$ cat src/rtl/tmr_pkg.sv
package tmr_pkg;
   typedef enum logic [1:0] {
      SRC_STOP  = 2'd0,
      SRC_CPU   = 2'd1,
      SRC_EXT   = 2'd2,
      SRC_GATED = 2'd3
   } tmr_src_e;

   localparam logic [1:0] REG_PRELOAD = 2'd0;
   localparam logic [1:0] REG_COMPARE = 2'd1;
   localparam logic [1:0] REG_CONTROL = 2'd2;
   localparam logic [1:0] REG_FLAGCLR = 2'd3;
endpackage

$ cat src/rtl/tmr_sync_edge.sv
module tmr_sync_edge #(
   parameter int STAGES = 2
) (
   input  logic clk,
   input  logic rst_n,
   input  logic din,
   output logic lvl,
   output logic rise
);
   generate
      if (STAGES < 2) begin : g_bad
         $error("tmr_sync_edge: STAGES must be at least 2");
      end
   endgenerate

   logic [STAGES-1:0] sync_q;
   logic              prev_q;

   always_ff @(posedge clk or negedge rst_n) begin
      if (!rst_n) begin
         sync_q <= '0;
         prev_q <= 1'b0;
      end else begin
         sync_q <= {sync_q[STAGES-2:0], din};
         prev_q <= sync_q[STAGES-1];
      end
   end

   assign lvl  = sync_q[STAGES-1];
   assign rise = sync_q[STAGES-1] & ~prev_q;

   // an edge indication lasts one cycle only
   a_r6_rise_single: assert property (@(posedge clk) disable iff (!rst_n)
      rise |=> !rise);
endmodule

$ cat src/rtl/tmr_chan.sv
module tmr_chan
   import tmr_pkg::*;
#(
   parameter int CNT_W   = 12,
   parameter bit HAS_CAP = 1'b0
) (
   input  logic             clk,
   input  logic             rst_n,
   input  logic             cpu_tick,
   input  logic             ext_lvl,
   input  logic             ext_rise,
   input  logic             cap_rise,
   input  logic             wr_pre,
   input  logic             wr_cmp,
   input  logic             wr_ctl,
   input  logic             wr_clr,
   input  logic [CNT_W-1:0] wr_data,
   output logic             ovf,
   output logic             cmp_hit,
   output logic [CNT_W-1:0] cap_val,
   output logic             cap_flag
);
   localparam logic [CNT_W-1:0] MAXV = {CNT_W{1'b1}};

   logic [CNT_W-1:0] cnt_q, pre_q, cmp_q, nxt;
   tmr_src_e         src_q;
   logic             tick, at_max;

   always_comb begin
      unique case (src_q)
         SRC_CPU:   tick = cpu_tick;
         SRC_EXT:   tick = ext_rise;
         SRC_GATED: tick = cpu_tick & ext_lvl;
         default:   tick = 1'b0;
      endcase
   end

   assign at_max = (cnt_q == MAXV);
   assign nxt    = at_max ? pre_q : cnt_q + 1'b1;

   always_ff @(posedge clk or negedge rst_n) begin
      if (!rst_n) begin
         cnt_q   <= '0;
         pre_q   <= '0;
         ovf     <= 1'b0;
         cmp_hit <= 1'b0;
      end else if (wr_pre) begin
         pre_q   <= wr_data;
         cnt_q   <= wr_data;
         ovf     <= 1'b0;
         cmp_hit <= 1'b0;
      end else if (tick) begin
         cnt_q   <= nxt;
         ovf     <= at_max;
         cmp_hit <= (nxt == cmp_q);
      end else begin
         ovf     <= 1'b0;
         cmp_hit <= 1'b0;
      end
   end

   always_ff @(posedge clk or negedge rst_n) begin
      if (!rst_n) begin
         cmp_q <= '0;
         src_q <= SRC_STOP;
      end else begin
         if (wr_cmp) cmp_q <= wr_data;
         if (wr_ctl) src_q <= tmr_src_e'(wr_data[1:0]);
      end
   end

   generate
      if (HAS_CAP) begin : g_cap
         always_ff @(posedge clk or negedge rst_n) begin
            if (!rst_n) begin
               cap_val  <= '0;
               cap_flag <= 1'b0;
            end else if (cap_rise) begin
               cap_val  <= cnt_q;
               cap_flag <= 1'b1;
            end else if (wr_clr && wr_data[0]) begin
               cap_flag <= 1'b0;
            end
         end

         // capture stores the pre-edge count and raises the flag
         a_r7_capture: assert property (@(posedge clk) disable iff (!rst_n)
            cap_rise |=> (cap_flag && cap_val == $past(cnt_q)));
         // clearing write without a coincident capture drops the flag
         a_r8_clear: assert property (@(posedge clk) disable iff (!rst_n)
            (wr_clr && wr_data[0] && !cap_rise) |=> !cap_flag);
      end else begin : g_nocap
         logic unused_cap;
         assign unused_cap = cap_rise ^ wr_clr;
         assign cap_val    = '0;
         assign cap_flag   = 1'b0;
      end
   endgenerate

   // preload write sets the counter and suppresses pulses
   a_r2_preload: assert property (@(posedge clk) disable iff (!rst_n)
      wr_pre |=> (cnt_q == $past(wr_data) && !ovf && !cmp_hit));
   // a stopped timer holds its count
   a_r3_stopped: assert property (@(posedge clk) disable iff (!rst_n)
      (src_q == SRC_STOP && !wr_pre) |=> ($stable(cnt_q) && !ovf));
   // wrap reloads from preload with an overflow pulse
   a_r4_wrap_reload: assert property (@(posedge clk) disable iff (!rst_n)
      (tick && at_max && !wr_pre) |=> (ovf && cnt_q == $past(pre_q)));
   // overflow only follows an all-ones count
   a_r4_ovf_cause: assert property (@(posedge clk) disable iff (!rst_n)
      ovf |-> ($past(cnt_q) == MAXV));
   // a match pulse means the counter equals the old compare value
   a_r5_cmp_value: assert property (@(posedge clk) disable iff (!rst_n)
      cmp_hit |-> (cnt_q == $past(cmp_q)));
endmodule

$ cat src/rtl/triple_timer.sv
module triple_timer
   import tmr_pkg::*;
#(
   parameter int CNT_W       = 12,
   parameter int N_TMR       = 3,
   parameter int SYNC_STAGES = 2,
   localparam int TSEL_W     = (N_TMR > 2) ? 2 : 1,
   localparam int ADDR_W     = TSEL_W + 2
) (
   input  logic              clk,
   input  logic              rst_n,
   input  logic              cpu_tick,
   input  logic              ext_clk,
   input  logic              cap_in,
   input  logic              wr_en,
   input  logic [ADDR_W-1:0] wr_addr,
   input  logic [CNT_W-1:0]  wr_data,
   output logic [N_TMR-1:0]  ovf,
   output logic [N_TMR-1:0]  cmp_hit,
   output logic [N_TMR-1:0]  irq,
   output logic [N_TMR-1:0]  nmi,
   output logic [1:0]        audio_tick,
   output logic [CNT_W-1:0]  cap_val,
   output logic              cap_flag
);
   generate
      if (N_TMR < 2 || N_TMR > 4) begin : g_bad_n
         $error("triple_timer: N_TMR must be 2..4");
      end
      if (CNT_W < 2) begin : g_bad_w
         $error("triple_timer: CNT_W must be at least 2");
      end
   endgenerate

   logic ext_lvl, ext_rise, cap_lvl, cap_rise;
   logic unused_cap_lvl;
   assign unused_cap_lvl = cap_lvl;

   tmr_sync_edge #(.STAGES(SYNC_STAGES)) u_ext_sync (
      .clk(clk), .rst_n(rst_n), .din(ext_clk), .lvl(ext_lvl), .rise(ext_rise));
   tmr_sync_edge #(.STAGES(SYNC_STAGES)) u_cap_sync (
      .clk(clk), .rst_n(rst_n), .din(cap_in), .lvl(cap_lvl), .rise(cap_rise));

   logic [TSEL_W-1:0] w_tmr;
   logic [1:0]        w_reg;
   assign w_tmr = wr_addr[ADDR_W-1:2];
   assign w_reg = wr_addr[1:0];

   logic [N_TMR-1:0][CNT_W-1:0] cap_v;
   logic [N_TMR-1:0]            cap_f;

   genvar g;
   generate
      for (g = 0; g < N_TMR; g++) begin : g_tmr
         logic hit_sel;
         assign hit_sel = wr_en && (w_tmr == TSEL_W'(g));
         tmr_chan #(.CNT_W(CNT_W), .HAS_CAP(g == 0)) u_chan (
            .clk      (clk),
            .rst_n    (rst_n),
            .cpu_tick (cpu_tick),
            .ext_lvl  (ext_lvl),
            .ext_rise (ext_rise),
            .cap_rise (cap_rise),
            .wr_pre   (hit_sel && w_reg == REG_PRELOAD),
            .wr_cmp   (hit_sel && w_reg == REG_COMPARE),
            .wr_ctl   (hit_sel && w_reg == REG_CONTROL),
            .wr_clr   (hit_sel && w_reg == REG_FLAGCLR),
            .wr_data  (wr_data),
            .ovf      (ovf[g]),
            .cmp_hit  (cmp_hit[g]),
            .cap_val  (cap_v[g]),
            .cap_flag (cap_f[g])
         );
      end
   endgenerate

   logic unused_rest;
   assign unused_rest = ^{cap_v[N_TMR-1:1], cap_f[N_TMR-1:1]};

   assign cap_val    = cap_v[0];
   assign cap_flag   = cap_f[0];
   assign irq        = ovf | cmp_hit;
   assign nmi        = ovf;
   assign audio_tick = ovf[1:0];

   // the flag only rises after a synchronized capture edge
   a_r7_flag_source: assert property (@(posedge clk) disable iff (!rst_n)
      $rose(cap_flag) |-> $past(cap_rise));
endmodule

$ cat config.mk
export PLATFORM = sky130hd
export DESIGN_NAME = triple_timer
export DESIGN_NICKNAME = d
export VERILOG_FILES = /design/src/rtl/tmr_pkg.sv /design/src/rtl/tmr_sync_edge.sv /design/src/rtl/tmr_chan.sv /design/src/rtl/triple_timer.sv
export SDC_FILE = /design/constraint.sdc
export NUM_CORES = 1
export LEC_CHECK = 0
export ABC_AREA = 1
export BUFFER_PORTS_ARGS = -buffer_cell sky130_fd_sc_hd__buf_2
export CORE_ASPECT_RATIO = 1.2
export CORE_MARGIN = 2
export CORE_UTILIZATION = 50
export DETAILED_ROUTE_END_ITERATION = 8
export PLACE_DENSITY = 0.67
export SYNTH_ARGS = -nofsm -noshare
export SYNTH_HDL_FRONTEND = slang
export SYNTH_SLANG_ARGS = --single-unit
$ cat constraint.sdc
create_clock -name clk -period 4.5 [get_ports clk]
set_clock_uncertainty 0.15 [all_clocks]
set_input_delay 0.225 -clock clk [delete_from_list [all_inputs] [get_ports clk]]
set_output_delay 0.225 -clock clk [all_outputs]
set_load 0.01 [all_outputs]
==> qor.yml, run 1 <==
floorplan:
  die_width_um: 114
  core_area_sq_um: 14300
  rows: 48
  die-height_um: 136
  floorplan.initialDensity: 0.507
  die_area_sq_um: 15500
  io-pin-count: 49
sta:
  tightest_slew_ps: 973
  min_period_ps: 2340
  final_max_slew_viol_count: 0
  tns_ps: 0
  relSlewSlack: 0.351
  rsz0062_at_grt: "false"
  finalSetupViolations: 0
  fmax_ghz: 0.428
  period_share: 0.519
  fin_ws_ps: 2160
  final_hold_viol_count: 0
  whs_ps: 9.59
critical_path:
  cp.required_ps: 4690
  worstSetupEndpointType: "register"
  startpoint_type: "register"
  worstPathArrival_ps: 2530
  worstSetupPathType: "register to register"
  path_max_fanout: 15
drt:
  routed_via_density: 5.30
  drt_iter0_drc: 392
  drtAntennaViolNets: 0
  wirelength_um: 18200
  route.detailed.drc: 0
  wl_per_cell_um: 15.4
  first_pass_iters: 8
  dr_total_vias: 6238
clocking:
  clock_latency_ps: 420
  numCtsBuffers: 17
  cts_tree: "built"
  postCtsSetupBuffers: 0
  ctsLongestPathBuffers: 2
  cts_sinks: 139
  h-tree-depth: 4
  path_clk_slew_ps: 60
  clockRootBuffer: "clkbuf_16"
yosys:
  synthTopCellsByArea: "dfrtp_1 (48%), nand2_1 (16%), o21ai_0 (6.5%), inv_1 (6.5%), nand3_1 (4.7%)"
  syn-cell-area_sq_um: 7250
  yosysUniqueCellTypes: 31
  synth_top_flop_cell: "dfrtp_1"
  synth-edff-count: 0
  synth_seq_cells: 139
  synth_area_per_cell_sq_um: 7.67
  ys_warn_count: 0
  synth_fp_nets: 970
  synth_cells: 945
  async_reset_ff_frac: 1.00
  synth-seq-area-share: 0.480
  synth_top_area_share: 0.480
  synth_top_cell_by_area: "dfrtp_1"
grt:
  antenna_found_initial: 0
  grt_use_total: 0.252
  grt_pass1_wl_um: 30400
  grt_remaining_overflow: 0
  grt_pass1_vias: 6251
  grt_max_degree: 105
place:
  placedCellCount: 1139
  preCtsSetupSlack_ps: 2200
  hpwl_um: 13200
  place_congestion: 0.873
  portBuffers: 48
finish:
  final_common_cell: "nand2_1"
  antenna_cells: 0
  syn2layout_area_growth_pct: 13.9
  drive_gt1_frac: 0.116
  most-common-layout-cells: "nand2_1 (316), dfrtp_1 (139), inv_1 (125)"
  utilization: 0.578
  final_cells: 1177
  nets: 1016
power:
  peakVddDrop_mv: 0.309
  power-per-cell-area_nw_per_um2: 566
  p_leak_uw: 0.00409
flow_run:
  max-cap-violations: 0
run_status:
  status: "complete, no violations"
worst_hold_path:
  min-delay-path-class: "primary input to register"
==> layout make-up <==
type,instances,area (sq um)
repair buffers,58,342
multi-input cells,645,3110
fillers,1353,6030
flip-flops and latches,139,3480
clock inverters,13,195
inverters,130,490
clock buffers,17,425
well taps,175,219
==> cells in the mapped netlist, types with 2 or more instances <==
| cell | count |
|---|---|
| ha_1 | 3 |
| dfrtp_1 | 139 |
| clkinv_1 | 2 |
| nor2_1 | 52 |
| nand3_1 | 68 |
| inv_2 | 2 |
| nand3_2 | 4 |
| inv_1 | 125 |
| or2_2 | 3 |
| nand2_1 | 316 |
| o21ai_0 | 94 |
| buf_4 | 11 |
| buf_6 | 2 |
| nand4_1 | 19 |
| nor2_4 | 8 |
| nor2_2 | 2 |
| xor2_1 | 4 |
| o211ai_1 | 12 |
| nand2_2 | 12 |
| nor3_1 | 4 |
| o21ai_2 | 2 |
| nand3b_1 | 10 |
| clkbuf_1 | 14 |
| o221ai_1 | 27 |
| buf_2 | 4 |
==> what timing repair did <==
item	in CTS	in global routing
hold endpoints to repair	112	0
hold buffers	8	0
endpoints found under the setup margin	0	0
gates resized for setup	0	0
==> logic make-up after synthesis <==
kind of cell,count (synthesis),share of synthesized area
AO/OA/AOI/OAI,137,0.114
XOR/XNOR,5,0.00604
adder cells (fa/ha/maj),3,0.00518
buffers and inverters,161,0.0921
flip-flops,139,0.480
AND/OR/NAND/NOR,500,0.303
==> power breakdown <==
part / switching [uW] / internal (uW)
combinational: 829 / 492
sequential: 276 / 1590
clock: 555 / 926
==> critical path: stages (launching register included) <==
cell and delay [ps]:
dfrtp_1 390, ha_1 200, nand2_1 120, nor2_4 170, nand3_2 330, o21ai_0 420, xor2_1 130, nor2_1 100
nand3_1 100, nor2_1 140
==> flip-flops by register name, summed over array words and instances, names as in the netlist, 2 cells and up <==
name                  cells
g_tmr.u_chan.cmp_q       36
g_tmr.u_chan.ovf          3
g_tmr.u_chan.src_q        6
g_tmr.u_chan.cap_val     12
g_tmr.u_chan.cnt_q       36
g_tmr.u_chan.cmp_hit      3
u_ext_sync.sync_q         2
u_cap_sync.sync_q         2
g_tmr.u_chan.pre_q       36
==> through the flow <==
step | total power [uW] | area, sq um
after detailed placement | 3190 | 7560
final | 4670 | 8260
after floorplan | 2800 | 7250
after global placement | 3170 | 7560
after global routing | 5000 | 8260
after CTS | 4690 | 8260
==> worst paths after layout <==
kind	depth (start not counted)	endpoint	slack [ps]	from
max reg2reg	9	g_tmr[0].u_chan.cmp_hit	2160	g_tmr[0].u_chan.cnt_q[0]
min	3	g_tmr[2].u_chan.cmp_q[3]	10	wr_data[3]
min reg2reg	0	u_cap_sync.sync_q[1]	200	u_cap_sync.sync_q[0]
max	9	g_tmr[0].u_chan.cmp_hit	2160	g_tmr[0].u_chan.cnt_q[0]
max in group asynchronous	3	g_tmr[0].u_chan.pre_q[7]	2760	rst_n
min in group asynchronous	2	g_tmr[0].u_chan.pre_q[4]	320	rst_n
==> per-layer routing <==
layer | share of wire | track usage | vias to the layer above
met2 | 0.52 | 0.455 | 139
met4 | 0.021 | 0.0976 | 0
met3 | 0.031 | 0.0388 | 28
met5 | 0 | 0 | -
li1 | - | - | 3143
met1 | 0.42 | 0.300 | 2928
Power figures use the tool's default switching activity.
==> run 2: changes to the inputs <==
Settings changed: PLACE_DENSITY 0.67 to 0.7.
Clock period 4.5 ns to 2.1 ns, I/O delays scaled along.
==> run 2 against run 1 <==
Net effect:
- largest power group unchanged
- first-iteration DRC count is 16% lower
- sequential share of layout area fell by 2.2 points
- sequential power rose by 110%
- combinational power is 140% higher
- non-clock buffer count is 46 higher
- die area is the same
- utilization is 3.2 points higher
- design area rose by 5.5%
- power grew 110%
- global-route usage decreased by 0.26 points
- setup slack worse by 2100 ps
==> qor.yml, run 2 (synthesized netlist as in run 1, its figures left out) <==
run_status:
  status: "complete, no violations"  # unchanged
finish:
  fin_area_sq_um: 8710  # was 8260 sq um
  most-common-layout-cells: "nand2_1 (311), dfrtp_1 (139), inv_1 (125)"  # was nand2_1 (316), dfrtp_1 (139), inv_1 (125)
  drive_gt1_frac: 0.154  # was 0.116
  nets: 1063  # was 1,016
  antenna_cells: 0  # unchanged
  syn2layout_area_growth_pct: 20.1  # was 13.9%
  final_common_cell: "nand2_1"  # unchanged
  biggestRegsByFlops: "g_tmr.u_chan.cmp_q: 36 flops, g_tmr.u_chan.cnt_q: 36 flops, g_tmr.u_chan.pre_q: 36 flops"  # unchanged
critical_path:
  worstSetupEndpointType: "register"  # unchanged
  cp.required_ps: 2300  # was 4690 ps
  worstSetupPathType: "register to register"  # unchanged
  crit_start: "g_tmr[2].u_chan.cnt_q[0]"  # was g_tmr[0].u_chan.cnt_q[0]
  startpoint_type: "register"  # unchanged
  worstPathArrival_ps: 2270  # was 2530 ps
  reg2regPathDepth: 11  # was 9
  rr_startpoint: "g_tmr[2].u_chan.cnt_q[0]"  # was g_tmr[0].u_chan.cnt_q[0]
  path_max_fanout: 7  # was 15
sta:
  final_max_slew_viol_count: 0  # unchanged
  fin_ws_ps: 27.4  # was 2160 ps
  rsz0062_at_grt: "true"  # was false
  period_share: 0.987  # was 0.519
  tightest_slew_ps: 737  # was 973 ps
  min_period_ps: 2070  # was 2340 ps
  finalSetupViolations: 0  # unchanged
  relSlewSlack: 0.507  # was 0.351
  final_hold_viol_count: 0  # unchanged
  fmax_ghz: 0.482  # was 0.428 GHz
grt:
  grt_remaining_overflow: 0  # unchanged
  grt_use_total: 0.249  # was 0.252
  grt_pass1_wl_um: 29900  # was 30,400 um
  grt_pass1_vias: 6241  # was 6,251
  grt_max_degree: 48  # was 105
  antenna_found_initial: 0  # unchanged
drt:
  first_pass_iters: 4  # was 8
  wl_per_cell_um: 15.2  # was 15.4 um
  routed_via_density: 5.27  # was 5.30
  wirelength_um: 18600  # was 18,200 um
  dr_total_vias: 6459  # was 6,238
  route.detailed.drc: 0  # unchanged
  drt_iter0_drc: 329  # was 392
  drtAntennaViolNets: 0  # unchanged
clocking:
  path_clk_slew_ps: 60  # about the same
  clockRootBuffer: "clkbuf_16"  # unchanged
  cts_tree: "built"  # unchanged
  h-tree-depth: 4  # unchanged
  cts_sinks: 139  # unchanged
  numCtsBuffers: 17  # unchanged
  ctsLongestPathBuffers: 2  # unchanged
  clock_latency_ps: 420  # about the same
place:
  hpwl_um: 13500  # was 13,200 um
  preCtsSetupSlack_ps: -4.60  # was 2200 ps
  portBuffers: 48  # unchanged
  dpl-instance-area_sq_um: 7730  # was 7560 sq um
  place_congestion: 0.891  # was 0.873
floorplan:
  floorplan.initialDensity: 0.507  # unchanged
  core_area_sq_um: 14300  # unchanged
  die_width_um: 114  # unchanged
  die_area_sq_um: 15500  # unchanged
  rows: 48  # unchanged
  io-pin-count: 49  # unchanged
  die-height_um: 136  # unchanged
worst_hold_path:
  min-delay-path-class: "primary input to asynchronous set/reset pin"  # was primary input to register
power:
  peakVddDrop_mv: 0.615  # was 0.309 mV
  p_leak_uw: 0.00434  # was 0.00409 uW
  power-per-cell-area_nw_per_um2: 1150  # was 566 nW/um^2
flow_run:
  max-cap-violations: 0  # unchanged
==> run 2: cell count changes in the layout (fill, tap and decap cells not counted), moves of 3 or more <==
cell           before  now
dlygate4sd3_1       8   19
nand2_1           316  311
buf_4               2   32
clkinv_2            0    3
clkinv_4            5    1
clkbuf_1            0    5
buf_6               1    5
ha_1                3    0
nand2_2            12   15
==> run 2: worst max-delay path: stages, from the launching register on <==
cell	delay, ps
dfrtp_1	440
ha_4	180
nand2_4	60
nor2_4	200
nand3_4	180
inv_6	140
nand2_1	80
nand3_1	90
nand3_1	130
nor2_2	140
nand3_1	100
nor2_1	110
==> run 2: what timing repair did <==
item                                    4_1_cts  5_1_grt
hold endpoints to repair                    254        0
hold buffers                                 19        0
endpoints found under the setup margin        1        5
pin swaps                                     1       12
gates resized for setup                       0       28
gates cloned                                  0        1
setup buffers                                 2       12
==> run 2: routing by layer <==
| layer | part of all wire | GRT usage | up-vias | wire length [um] |
|---|---|---|---|---|
| met4 | 0.036 | 0.119 | 0 | 661 |
| met3 | 0.030 | 0.0468 | 48 | 553 |
| met5 | 0 | 0 | - | 0 |
| met1 | 0.42 | 0.290 | 3033 | 7830 |
| met2 | 0.51 | 0.440 | 134 | 9520 |
| li1 | - | - | 3244 | - |
==> run 2: path summary, 6_finish.rpt <==
check                      slack (ps)                    endpoint
hold / removal                     20  g_tmr[0].u_chan.cap_val[2]
hold reg to reg                   200        u_ext_sync.sync_q[1]
setup reg to reg                   30     g_tmr[2].u_chan.cmp_hit
max in group asynchronous        1090   g_tmr[0].u_chan.pre_q[10]
min in group clk                   30    g_tmr[0].u_chan.cap_flag
setup / recovery                   30     g_tmr[2].u_chan.cmp_hit
==> run 2: report_power, final <==
group          switching (uW)  internal [uW]  total, uW
sequential                583           3410       4000
combinational            1890           1260       3160
clock                    1080           1800       2880
total                    3560           6470      10000
==> run 2: through the flow <==
step           hold WS [ps]  std cells  power [uW]  setup TNS [ps]  utilization
3_3_place_gp          -94.3       1160        6830               0        0.541
2_1_floorplan          -341        945        6000               0            -
5_1_grt                50.1       1225       10700            -140        0.609
6_report               17.6       1225       10000               0        0.609
4_1_cts                19.8       1212        9840               0        0.594
3_5_place_dp          -92.2       1160        6900           -4.60        0.541
==> run 2: cell type report <==
type / count / area, sq um
clock buffer: 24 / 472
clock inverter: 7 / 91.3
fill: 1299 / 5580
inverter: 130 / 495
multi-input combinational: 646 / 3210
sequential: 139 / 3480
tap: 175 / 219
timing repair buffer: 104 / 742
